### src/rtl/wbuf_pkg.sv
`timescale 1ns/1ps
// Shared types for the merging posted write buffer.
// Assumes: every module of the buffer imports this package.
package wbuf_pkg;

    // Action taken on the core store presented this cycle
    typedef enum logic [1:0] {
        RT_IDLE  = 2'd0,   // no store accepted
        RT_NEW   = 2'd1,   // store opens a new pending write
        RT_MERGE = 2'd2,   // store folds into the newest pending write
        RT_PASS  = 2'd3    // store goes straight to the bus
    } route_e;

    // Defaults for the buffer geometry
    localparam int unsigned WB_DEPTH_DEF = 8;
    localparam int unsigned WB_LANES_DEF = 16;
    localparam int unsigned WB_AW_DEF    = 32;

endpackage

### src/rtl/wbuf_admit.sv
`timescale 1ns/1ps
// Store admission: decides, for each core store, whether it is stalled,
// passed to the bus, merged into the newest pending write or given a new
// slot. It also holds the flush state.
// Assumes: q_count is the number of pending writes after the previous edge,
// and q_pop is high when the head write is accepted by the bus this cycle.
module wbuf_admit
    import wbuf_pkg::*;
#(
    parameter int DEPTH = WB_DEPTH_DEF,
    parameter int TAGW  = 28,
    localparam int CW   = $clog2(DEPTH + 1)
) (
    input  logic            clk,
    input  logic            rst_n,
    input  logic            cfg_buf_en,
    input  logic            cfg_xlat_en,
    input  logic            cfg_merge_en,
    input  logic            flush_req,
    input  logic            st_valid,
    input  logic            st_bufable,
    input  logic [TAGW-1:0] st_tag,
    input  logic [TAGW-1:0] tail_tag,
    input  logic [CW-1:0]   q_count,
    input  logic            q_pop,
    input  logic            bus_ready,
    output logic            st_ready,
    output logic            pass_valid,
    output route_e          route,
    output logic            flush_busy
);

    localparam logic [CW-1:0] FULL_CNT = CW'(DEPTH);
    localparam logic [CW-1:0] TWO_CNT  = CW'(2);

    logic          buf_path;
    logic          q_full;
    logic          q_empty;
    logic          merge_hit;
    logic          fire;
    logic          flushing;
    logic [CW-1:0] cnt_next;

    // Classify the store and derive the handshake
    always_comb begin
        buf_path   = cfg_buf_en && cfg_xlat_en && st_bufable;
        q_full     = (q_count == FULL_CNT);
        q_empty    = (q_count == '0);
        // the newest write is never the head once two or more are pending
        merge_hit  = cfg_merge_en && (q_count >= TWO_CNT) && (tail_tag == st_tag);
        pass_valid = st_valid && !buf_path && !flushing && q_empty;
        if (flushing)
            st_ready = 1'b0;
        else if (buf_path)
            st_ready = !q_full;
        else
            st_ready = q_empty && bus_ready;
        fire = st_valid && st_ready;
        if (!fire)
            route = RT_IDLE;
        else if (!buf_path)
            route = RT_PASS;
        else if (merge_hit)
            route = RT_MERGE;
        else
            route = RT_NEW;
        cnt_next = q_count + CW'(route == RT_NEW) - CW'(q_pop);
    end

    // Flush state: held until the pending count reaches zero
    always_ff @(posedge clk) begin
        if (!rst_n)
            flushing <= 1'b0;
        else
            flushing <= (flushing || flush_req) && (cnt_next != '0);
    end

    assign flush_busy = flushing;


    full_refuse_chk: assert property (@(posedge clk) disable iff (!rst_n)
        (q_count == FULL_CNT) |-> (route != RT_NEW && route != RT_MERGE));

endmodule

### src/rtl/wbuf_store.sv
`timescale 1ns/1ps
// Pending-write storage: a circular set of slots, each holding a region
// tag, per-byte valid flags and data. It opens new slots, merges stores into
// the newest slot and retires the head.
// Assumes: RT_NEW never arrives when full, RT_MERGE only with two or more
// pending, and pop only when something is pending.
module wbuf_store
    import wbuf_pkg::*;
#(
    parameter int DEPTH = WB_DEPTH_DEF,
    parameter int LANES = WB_LANES_DEF,
    parameter int TAGW  = 28,
    localparam int DW   = LANES * 8,
    localparam int PW   = $clog2(DEPTH),
    localparam int CW   = $clog2(DEPTH + 1)
) (
    input  logic             clk,
    input  logic             rst_n,
    input  route_e           route,
    input  logic [TAGW-1:0]  st_tag,
    input  logic [DW-1:0]    st_data,
    input  logic [LANES-1:0] st_be,
    input  logic             pop,
    output logic [CW-1:0]    q_count,
    output logic [TAGW-1:0]  head_tag,
    output logic [DW-1:0]    head_data,
    output logic [LANES-1:0] head_be,
    output logic [TAGW-1:0]  tail_tag
);

    localparam logic [CW-1:0] FULL_CNT = CW'(DEPTH);
    localparam logic [PW-1:0] LAST_IDX = PW'(DEPTH - 1);

    logic [TAGW-1:0]  tag_q  [DEPTH];
    logic [LANES-1:0] be_q   [DEPTH];
    logic [DW-1:0]    data_q [DEPTH];
    logic [PW-1:0]    hd;
    logic [PW-1:0]    tl;
    logic [PW-1:0]    newest;
    logic [CW-1:0]    count;
    logic             push;

    function automatic logic [PW-1:0] step(input logic [PW-1:0] p);
        return (p == LAST_IDX) ? '0 : p + PW'(1);
    endfunction

    // Locate the newest slot and decode the push
    always_comb begin
        newest = (tl == '0) ? LAST_IDX : tl - PW'(1);
        push   = (route == RT_NEW);
    end

    // Slot contents: open a slot or merge bytes into the newest one
    always_ff @(posedge clk) begin
        if (!rst_n) begin
            for (int d = 0; d < DEPTH; d++) begin
                tag_q[d]  <= '0;
                be_q[d]   <= '0;
                data_q[d] <= '0;
            end
        end else if (push) begin
            tag_q[tl] <= st_tag;
            be_q[tl]  <= st_be;
            for (int i = 0; i < LANES; i++)
                data_q[tl][i*8 +: 8] <= st_be[i] ? st_data[i*8 +: 8] : 8'h00;
        end else if (route == RT_MERGE) begin
            be_q[newest] <= be_q[newest] | st_be;
            for (int i = 0; i < LANES; i++)
                if (st_be[i])
                    data_q[newest][i*8 +: 8] <= st_data[i*8 +: 8];
        end
    end

    // Head, tail pointers and occupancy
    always_ff @(posedge clk) begin
        if (!rst_n) begin
            hd    <= '0;
            tl    <= '0;
            count <= '0;
        end else begin
            if (pop)  hd <= step(hd);
            if (push) tl <= step(tl);
            count <= count + CW'(push) - CW'(pop);
        end
    end

    assign q_count   = count;
    assign head_tag  = tag_q[hd];
    assign head_be   = be_q[hd];
    assign head_data = data_q[hd];
    assign tail_tag  = tag_q[newest];


    no_overflow_chk: assert property (@(posedge clk) disable iff (!rst_n)
        count <= FULL_CNT);


    push_room_chk: assert property (@(posedge clk) disable iff (!rst_n)
        push |-> (count != FULL_CNT));


    merge_not_head_chk: assert property (@(posedge clk) disable iff (!rst_n)
        (route == RT_MERGE) |-> (count >= CW'(2)));


    pop_pending_chk: assert property (@(posedge clk) disable iff (!rst_n)
        pop |-> (count != '0));


    head_hold_chk: assert property (@(posedge clk) disable iff (!rst_n)
        (count != '0 && !pop) |=>
        ($stable(head_tag) && $stable(head_be) && $stable(head_data)));

endmodule

### src/rtl/wbuf_port.sv
`timescale 1ns/1ps
// Bus-side port: presents the head write, or a pass-through store when
// nothing is pending, and reports the idle state.
// Assumes: pass_valid is only raised while no write is pending.
module wbuf_port #(
    parameter int LANES = 16,
    parameter int AW    = 32,
    localparam int DW   = LANES * 8,
    localparam int OFF  = $clog2(LANES),
    localparam int TAGW = AW - OFF
) (
    input  logic             clk,
    input  logic             rst_n,
    input  logic             head_valid,
    input  logic [TAGW-1:0]  head_tag,
    input  logic [DW-1:0]    head_data,
    input  logic [LANES-1:0] head_be,
    input  logic             pass_valid,
    input  logic [AW-1:0]    st_addr,
    input  logic [DW-1:0]    st_data,
    input  logic [LANES-1:0] st_be,
    input  logic             bus_ready,
    output logic             bus_valid,
    output logic [AW-1:0]    bus_addr,
    output logic [DW-1:0]    bus_data,
    output logic [LANES-1:0] bus_strb,
    output logic             q_pop,
    output logic             wb_empty
);

    logic [DW-1:0] pass_data;

    // Zero the unstrobed lanes of a pass-through store
    for (genvar i = 0; i < LANES; i++) begin : g_lane
        assign pass_data[i*8 +: 8] = st_be[i] ? st_data[i*8 +: 8] : 8'h00;
    end

    // Select the write shown on the bus
    always_comb begin
        if (head_valid) begin
            bus_valid = 1'b1;
            bus_addr  = {head_tag, {OFF{1'b0}}};
            bus_data  = head_data;
            bus_strb  = head_be;
        end else begin
            bus_valid = pass_valid;
            bus_addr  = st_addr;
            bus_data  = pass_data;
            bus_strb  = st_be;
        end
        q_pop    = head_valid && bus_ready;
        wb_empty = !head_valid && !pass_valid;
    end


    pass_idle_chk: assert property (@(posedge clk) disable iff (!rst_n)
        pass_valid |-> !head_valid);

endmodule

### src/rtl/merge_post_wbuf.sv
`timescale 1ns/1ps
// Merging posted write buffer, top level. Core stores are admitted, merged
// or passed through, held in order and drained to the bus as byte-strobed
// writes.
// Assumes: the core holds a store steady until st_ready, and the bus holds
// bus_ready semantics of a valid/ready handshake.
module merge_post_wbuf
    import wbuf_pkg::*;
#(
    parameter int DEPTH = WB_DEPTH_DEF,
    parameter int LANES = WB_LANES_DEF,
    parameter int AW    = WB_AW_DEF,
    localparam int DW   = LANES * 8,
    localparam int OFF  = $clog2(LANES),
    localparam int TAGW = AW - OFF,
    localparam int CW   = $clog2(DEPTH + 1)
) (
    input  logic             clk,
    input  logic             rst_n,
    input  logic             cfg_buf_en,
    input  logic             cfg_xlat_en,
    input  logic             cfg_merge_en,
    input  logic             flush_req,
    input  logic             st_valid,
    output logic             st_ready,
    input  logic [AW-1:0]    st_addr,
    input  logic [DW-1:0]    st_data,
    input  logic [LANES-1:0] st_be,
    input  logic             st_bufable,
    output logic             bus_valid,
    input  logic             bus_ready,
    output logic [AW-1:0]    bus_addr,
    output logic [DW-1:0]    bus_data,
    output logic [LANES-1:0] bus_strb,
    output logic             wb_empty,
    output logic             flush_busy
);

    route_e          route;
    logic            pass_valid;
    logic            q_pop;
    logic [CW-1:0]   q_count;
    logic [TAGW-1:0] head_tag;
    logic [TAGW-1:0] tail_tag;
    logic [DW-1:0]   head_data;
    logic [LANES-1:0] head_be;
    logic [TAGW-1:0] st_tag;
    logic            head_valid;

    assign st_tag     = st_addr[AW-1:OFF];
    assign head_valid = (q_count != '0);

    wbuf_admit #(.DEPTH(DEPTH), .TAGW(TAGW)) u_admit (
        .clk          (clk),
        .rst_n        (rst_n),
        .cfg_buf_en   (cfg_buf_en),
        .cfg_xlat_en  (cfg_xlat_en),
        .cfg_merge_en (cfg_merge_en),
        .flush_req    (flush_req),
        .st_valid     (st_valid),
        .st_bufable   (st_bufable),
        .st_tag       (st_tag),
        .tail_tag     (tail_tag),
        .q_count      (q_count),
        .q_pop        (q_pop),
        .bus_ready    (bus_ready),
        .st_ready     (st_ready),
        .pass_valid   (pass_valid),
        .route        (route),
        .flush_busy   (flush_busy)
    );

    wbuf_store #(.DEPTH(DEPTH), .LANES(LANES), .TAGW(TAGW)) u_store (
        .clk       (clk),
        .rst_n     (rst_n),
        .route     (route),
        .st_tag    (st_tag),
        .st_data   (st_data),
        .st_be     (st_be),
        .pop       (q_pop),
        .q_count   (q_count),
        .head_tag  (head_tag),
        .head_data (head_data),
        .head_be   (head_be),
        .tail_tag  (tail_tag)
    );

    wbuf_port #(.LANES(LANES), .AW(AW)) u_port (
        .clk        (clk),
        .rst_n      (rst_n),
        .head_valid (head_valid),
        .head_tag   (head_tag),
        .head_data  (head_data),
        .head_be    (head_be),
        .pass_valid (pass_valid),
        .st_addr    (st_addr),
        .st_data    (st_data),
        .st_be      (st_be),
        .bus_ready  (bus_ready),
        .bus_valid  (bus_valid),
        .bus_addr   (bus_addr),
        .bus_data   (bus_data),
        .bus_strb   (bus_strb),
        .q_pop      (q_pop),
        .wb_empty   (wb_empty)
    );


    pass_handshake_chk: assert property (@(posedge clk) disable iff (!rst_n)
        (route == RT_PASS) |-> (bus_valid && bus_ready));


    empty_flush_chk: assert property (@(posedge clk) disable iff (!rst_n)
        wb_empty |-> !flush_busy);


    flush_end_chk: assert property (@(posedge clk) disable iff (!rst_n)
        $fell(flush_busy) |-> (q_count == '0));

endmodule

### config.mk
export PLATFORM = sky130hd
export DESIGN_NAME = merge_post_wbuf
export DESIGN_NICKNAME = d
export VERILOG_FILES = /design/src/rtl/wbuf_pkg.sv /design/src/rtl/wbuf_admit.sv /design/src/rtl/wbuf_store.sv /design/src/rtl/wbuf_port.sv /design/src/rtl/merge_post_wbuf.sv
export SDC_FILE = /design/constraint.sdc
export NUM_CORES = 2
export LEC_CHECK = 0
export ABC_AREA = 0
export BUFFER_PORTS_ARGS = -buffer_cell sky130_fd_sc_hd__buf_2
export CAP_MARGIN = 20
export CORE_MARGIN = 1
export CORE_UTILIZATION = 47
export CTS_CLUSTER_SIZE = 16
export DETAILED_ROUTE_END_ITERATION = 16
export GPL_TIMING_DRIVEN = 0
export PLACE_DENSITY_LB_ADDON = 0.05
export SYNTH_ARGS = -nofsm -noshare
export SYNTH_HDL_FRONTEND = slang
export SYNTH_SLANG_ARGS = --single-unit
export TNS_END_PERCENT = 20
### constraint.sdc
create_clock -name clk -period 5.3 [get_ports clk]
set_input_delay 1.325 -clock clk [delete_from_list [all_inputs] [get_ports clk]]
set_output_delay 1.325 -clock clk [all_outputs]
set_load 0.1 [all_outputs]
==> flow_summary_export.csv <==
group,metric,value,unit
run_status,status,"complete, but fails checks",
run_status,violations,"negative setup slack",
detailed_routing,first_pass_iters,6,
detailed_routing,num_vias,49788,
logic_synthesis,async_flop_share,0,%
logic_synthesis,yosysWarnings,0,
floorplanning,pin_count,365,
clocking,cts_max_level,4,
clocking,cts_root_buffer,"clkbuf_16",
logic_synthesis,synth.area.top_cells,"edfxtp_1 (62%), mux4_2 (14%), nor2_1 (4.2%)",
placed_design,place_inst,7376,
grt,grt_max_degree,28,
layout,instances_no_fill,7726,
sta,finalHoldViolations,0,
floorplanning,die_w,380,um
sta,rsz0062_at_grt,"yes",
worst_setup_path,required,3.97,ns
floorplanning,coreArea,0.142,sq mm
power,p_per_area,459,mW/mm^2
logic_synthesis,seq_area_frac_synth,62.0,%
power,ir_worst_vdd,806,uV
placed_design,io_buffers,361,
detailed_routing,drtAntennaViolNets,0,
sta,fmax,185,MHz
detailed_routing,wl,256,mm
detailed_routing,avgRoutedWirePerCell,33.2,um
sta,period_share,102,%
worst_setup_path,cp_max_fo,10,
detailed_routing,via_per_inst,6.44,
clocking,cts_tree,"yes",
logic_synthesis,synth_edf_count,1376,
sta,finalCriticalPeriod,5.40,ns
sta,clock_skew,0.0312,ns
clocking,clk_pin_slew,0.06,ns
logic_synthesis,synth_ff_type,"edfxtp_1",
hold_path,hp-class,"register to register",
worst_setup_path,crit_path_frequent_cell,"buf_2",
layout,stdcell_area,0.0812,sq mm
clocking,cts_sinks,1390,
worst_setup_path,slowest_stage,"buf_2",
logic_synthesis,netlist_area,0.0671,sq mm
power,p_total,0.0373,W
detailed_routing,drc,0,
sta,worst_slew_pin_slew,1.18,ns
placed_design,place_area,0.0730,sq mm
sta,report.final.slew_viol_count,0,
worst_setup_path,crit_arrival,4.08,ns
placed_design,dp_hpwl,179,mm
clocking,numCtsBuffers,155,
worst_setup_path,worstSetupEndpointType,"output port",
grt,grt_pass1_wl,359,mm
grt,antenna_found_initial,10,
grt,overflow,0,
clocking,clock_latency,0.81,ns
worst_setup_path,path_class,"register to output port",
worst_setup_path,slowest_delay,0.55,ns
grt,grt_pass1_vias,48931,
logic_synthesis,synthDominantCellAreaShare,61.5,%
layout,fin_nets,5909,
logic_synthesis,ys_ff_latch,1390,
floorplanning,die-area,0.144,sq mm
clocking,cts_buffer_depth,3,
worst_setup_path,path_cells,"clkbuf_2 > clkbuf_1 > buf_2 > mux4_2 > mux2i_1 > o21ai_1 > buf_2",
placed_design,gp_congestion,0.954,
layout,utilization,57.4,%
floorplanning,rows,138,
sta,setup_ws,-0.105,ns
layout,drive_above_1_share,29.1,%
sta,slew_headroom,21.2,%
sta,setup_viol,151,
detailed_routing,drtIter0Drc,6502,
logic_synthesis,postSynthAreaPerCell,13.5,sq um
clocking,postCtsHoldBufs,0,
power,p_leak,27.5,nW
sta,hold_ws,0.543,ns
floorplanning,die_h,380,um
logic_synthesis,yosysTopAreaCell,"edfxtp_1",
logic_synthesis,netlist_instances,4959,
worst_setup_path,start_kind,"register",
logic_synthesis,synth_fp_nets,5157,
layout,syn_to_final_growth,21.0,%
worst_setup_path,crit_buf_inv,4,
job,maxCapViolCount,0,
floorplanning,initial_core_util,47.4,%
worst_setup_path,path_delay_family,"buffers and inverters",
grt,track_usage,35.1,%
logic_synthesis,synthDistinctLibCells,64,
[repair_timing]
action                                  4_1_cts  5_1_grt
endpoints found under the setup margin     2939     2526
pin swaps                                    27        8
cloned                                        8        1
gates resized for setup                     710      194
setup buffers                                48        9
[cell usage after synthesis, types with 13 or more instances]
cell	n
clkbuf_1	286
a2111oi_0	13
buf_2	101
nor3_1	432
and3_1	18
edfxtp_1	1376
a211oi_1	44
buf_1	73
mux2i_1	186
nand2_1	170
xnor2_1	18
mux4_2	408
nor2_1	745
nor4_1	18
nand3_1	207
dfxtp_1	14
nor2b_1	67
and2_1	243
inv_1	26
o21ai_0	293
a21oi_1	58
a31oi_1	27
nor3_2	18
[power by group]
group | switching (W) | internal (W)
Combinational | 0.0109 | 0.00316
Sequential | 0.000160 | 0.0125
Clock | 0.00464 | 0.00601
Total | 0.0157 | 0.0216
[flip-flops by register name (all words and copies together) (netlist names), named ones only]
signal,cells
u_store.data_q,1024
u_store.tag_q,224
u_store.be_q,128
u_store.q_count,4
u_store.hd,3
u_store.tl,3
u_admit.flush_busy,1
[cells by family after synthesis]
logic type,Yosys count,synth area share [%]
AOI/OAI and AO/OA,488,4.21
buffers and inverters,494,3.00
xor gates and xnor gates,21,0.274
muxes,596,16.5
DFF,1390,62.0
and+or+nand+nor,1957,13.8
adders and majority gates,13,0.253
[layout make-up]
type,instances,area [sq um]
well taps,1890,2360
inverters,27,111
clock buffers,196,4080
flip-flops and latches,1390,41600
plain buffers,466,3140
multi-input cells,3075,24800
clock inverters,82,797
fillers,11691,60300
diodes,4,10.0
repair buffers,596,4350
[layer usage]
layer / share of wire (%) / wire [um] / global-route usage (%) / vias up
met5: 0.066 / 170 / 0 / -
met4: 5.2 / 13300 / 16.0 / 10
met3: 12 / 31100 / 9.63 / 664
met2: 44 / 114000 / 52.4 / 3365
met1: 38 / 98000 / 48.0 / 25313
li1: - / - / - / 20436
[cells in the final DEF, fill, tap and decap left out, types with 11 or more instances in the layout]
master,instances
and2_1,243
clkinv_1,26
edfxtp_1,1376
mux2i_4,15
clkinv_2,26
clkdlybuf4s15_2,20
o21ai_1,81
o21ai_4,40
buf_6,65
buf_12,32
nor2b_1,58
dfxtp_1,12
nor4_1,13
mux2i_1,169
inv_1,18
clkbuf_4,46
clkbuf_2,61
clkbuf_8,22
buf_4,176
nor3_2,17
ha_1,12
a21oi_1,58
clkbuf_1,198
o21ai_0,116
buf_1,22
mux4_2,408
nand3_1,207
o21ai_2,57
nor3_1,430
a31oi_1,20
xnor2_1,11
a211oi_1,44
nand2_1,169
a221oi_1,12
and3_1,17
bufinv_16,11
buf_2,399
nor2_1,743
clkbuf_16,159
buf_8,53
[stage by stage]
step                setup TNS, ns  setup slack (ns)
detailed placement       -7240.81             -3.79
global placement                -             -5.35
global route                -3.55           -0.0713
floorplan                  -22.13            -0.170
finish                      -2.25            -0.105
CTS                        -15.08            -0.103
[worst paths after layout]
kind / from / endpoint / slack, ns / cells after the start
worst max-delay path: register / bus_data[89] / -0.10 / 7
worst min-delay path: u_store.tl[1] / u_store.tl[1] / 0.54 / 2
worst max register to register: u_store.tl[0] / u_store.data_q[3][119] / -0.03 / 19
worst min register to register: u_store.tl[1] / u_store.tl[1] / 0.54 / 2
[tightest hold or removal path, cell delays in order (launching register included)]
cell and delay [ns]:
dfxtp_2 0.37, nand2_1 0.06, a21boi_0 0.07
Power figures use the tool's default switching activity.
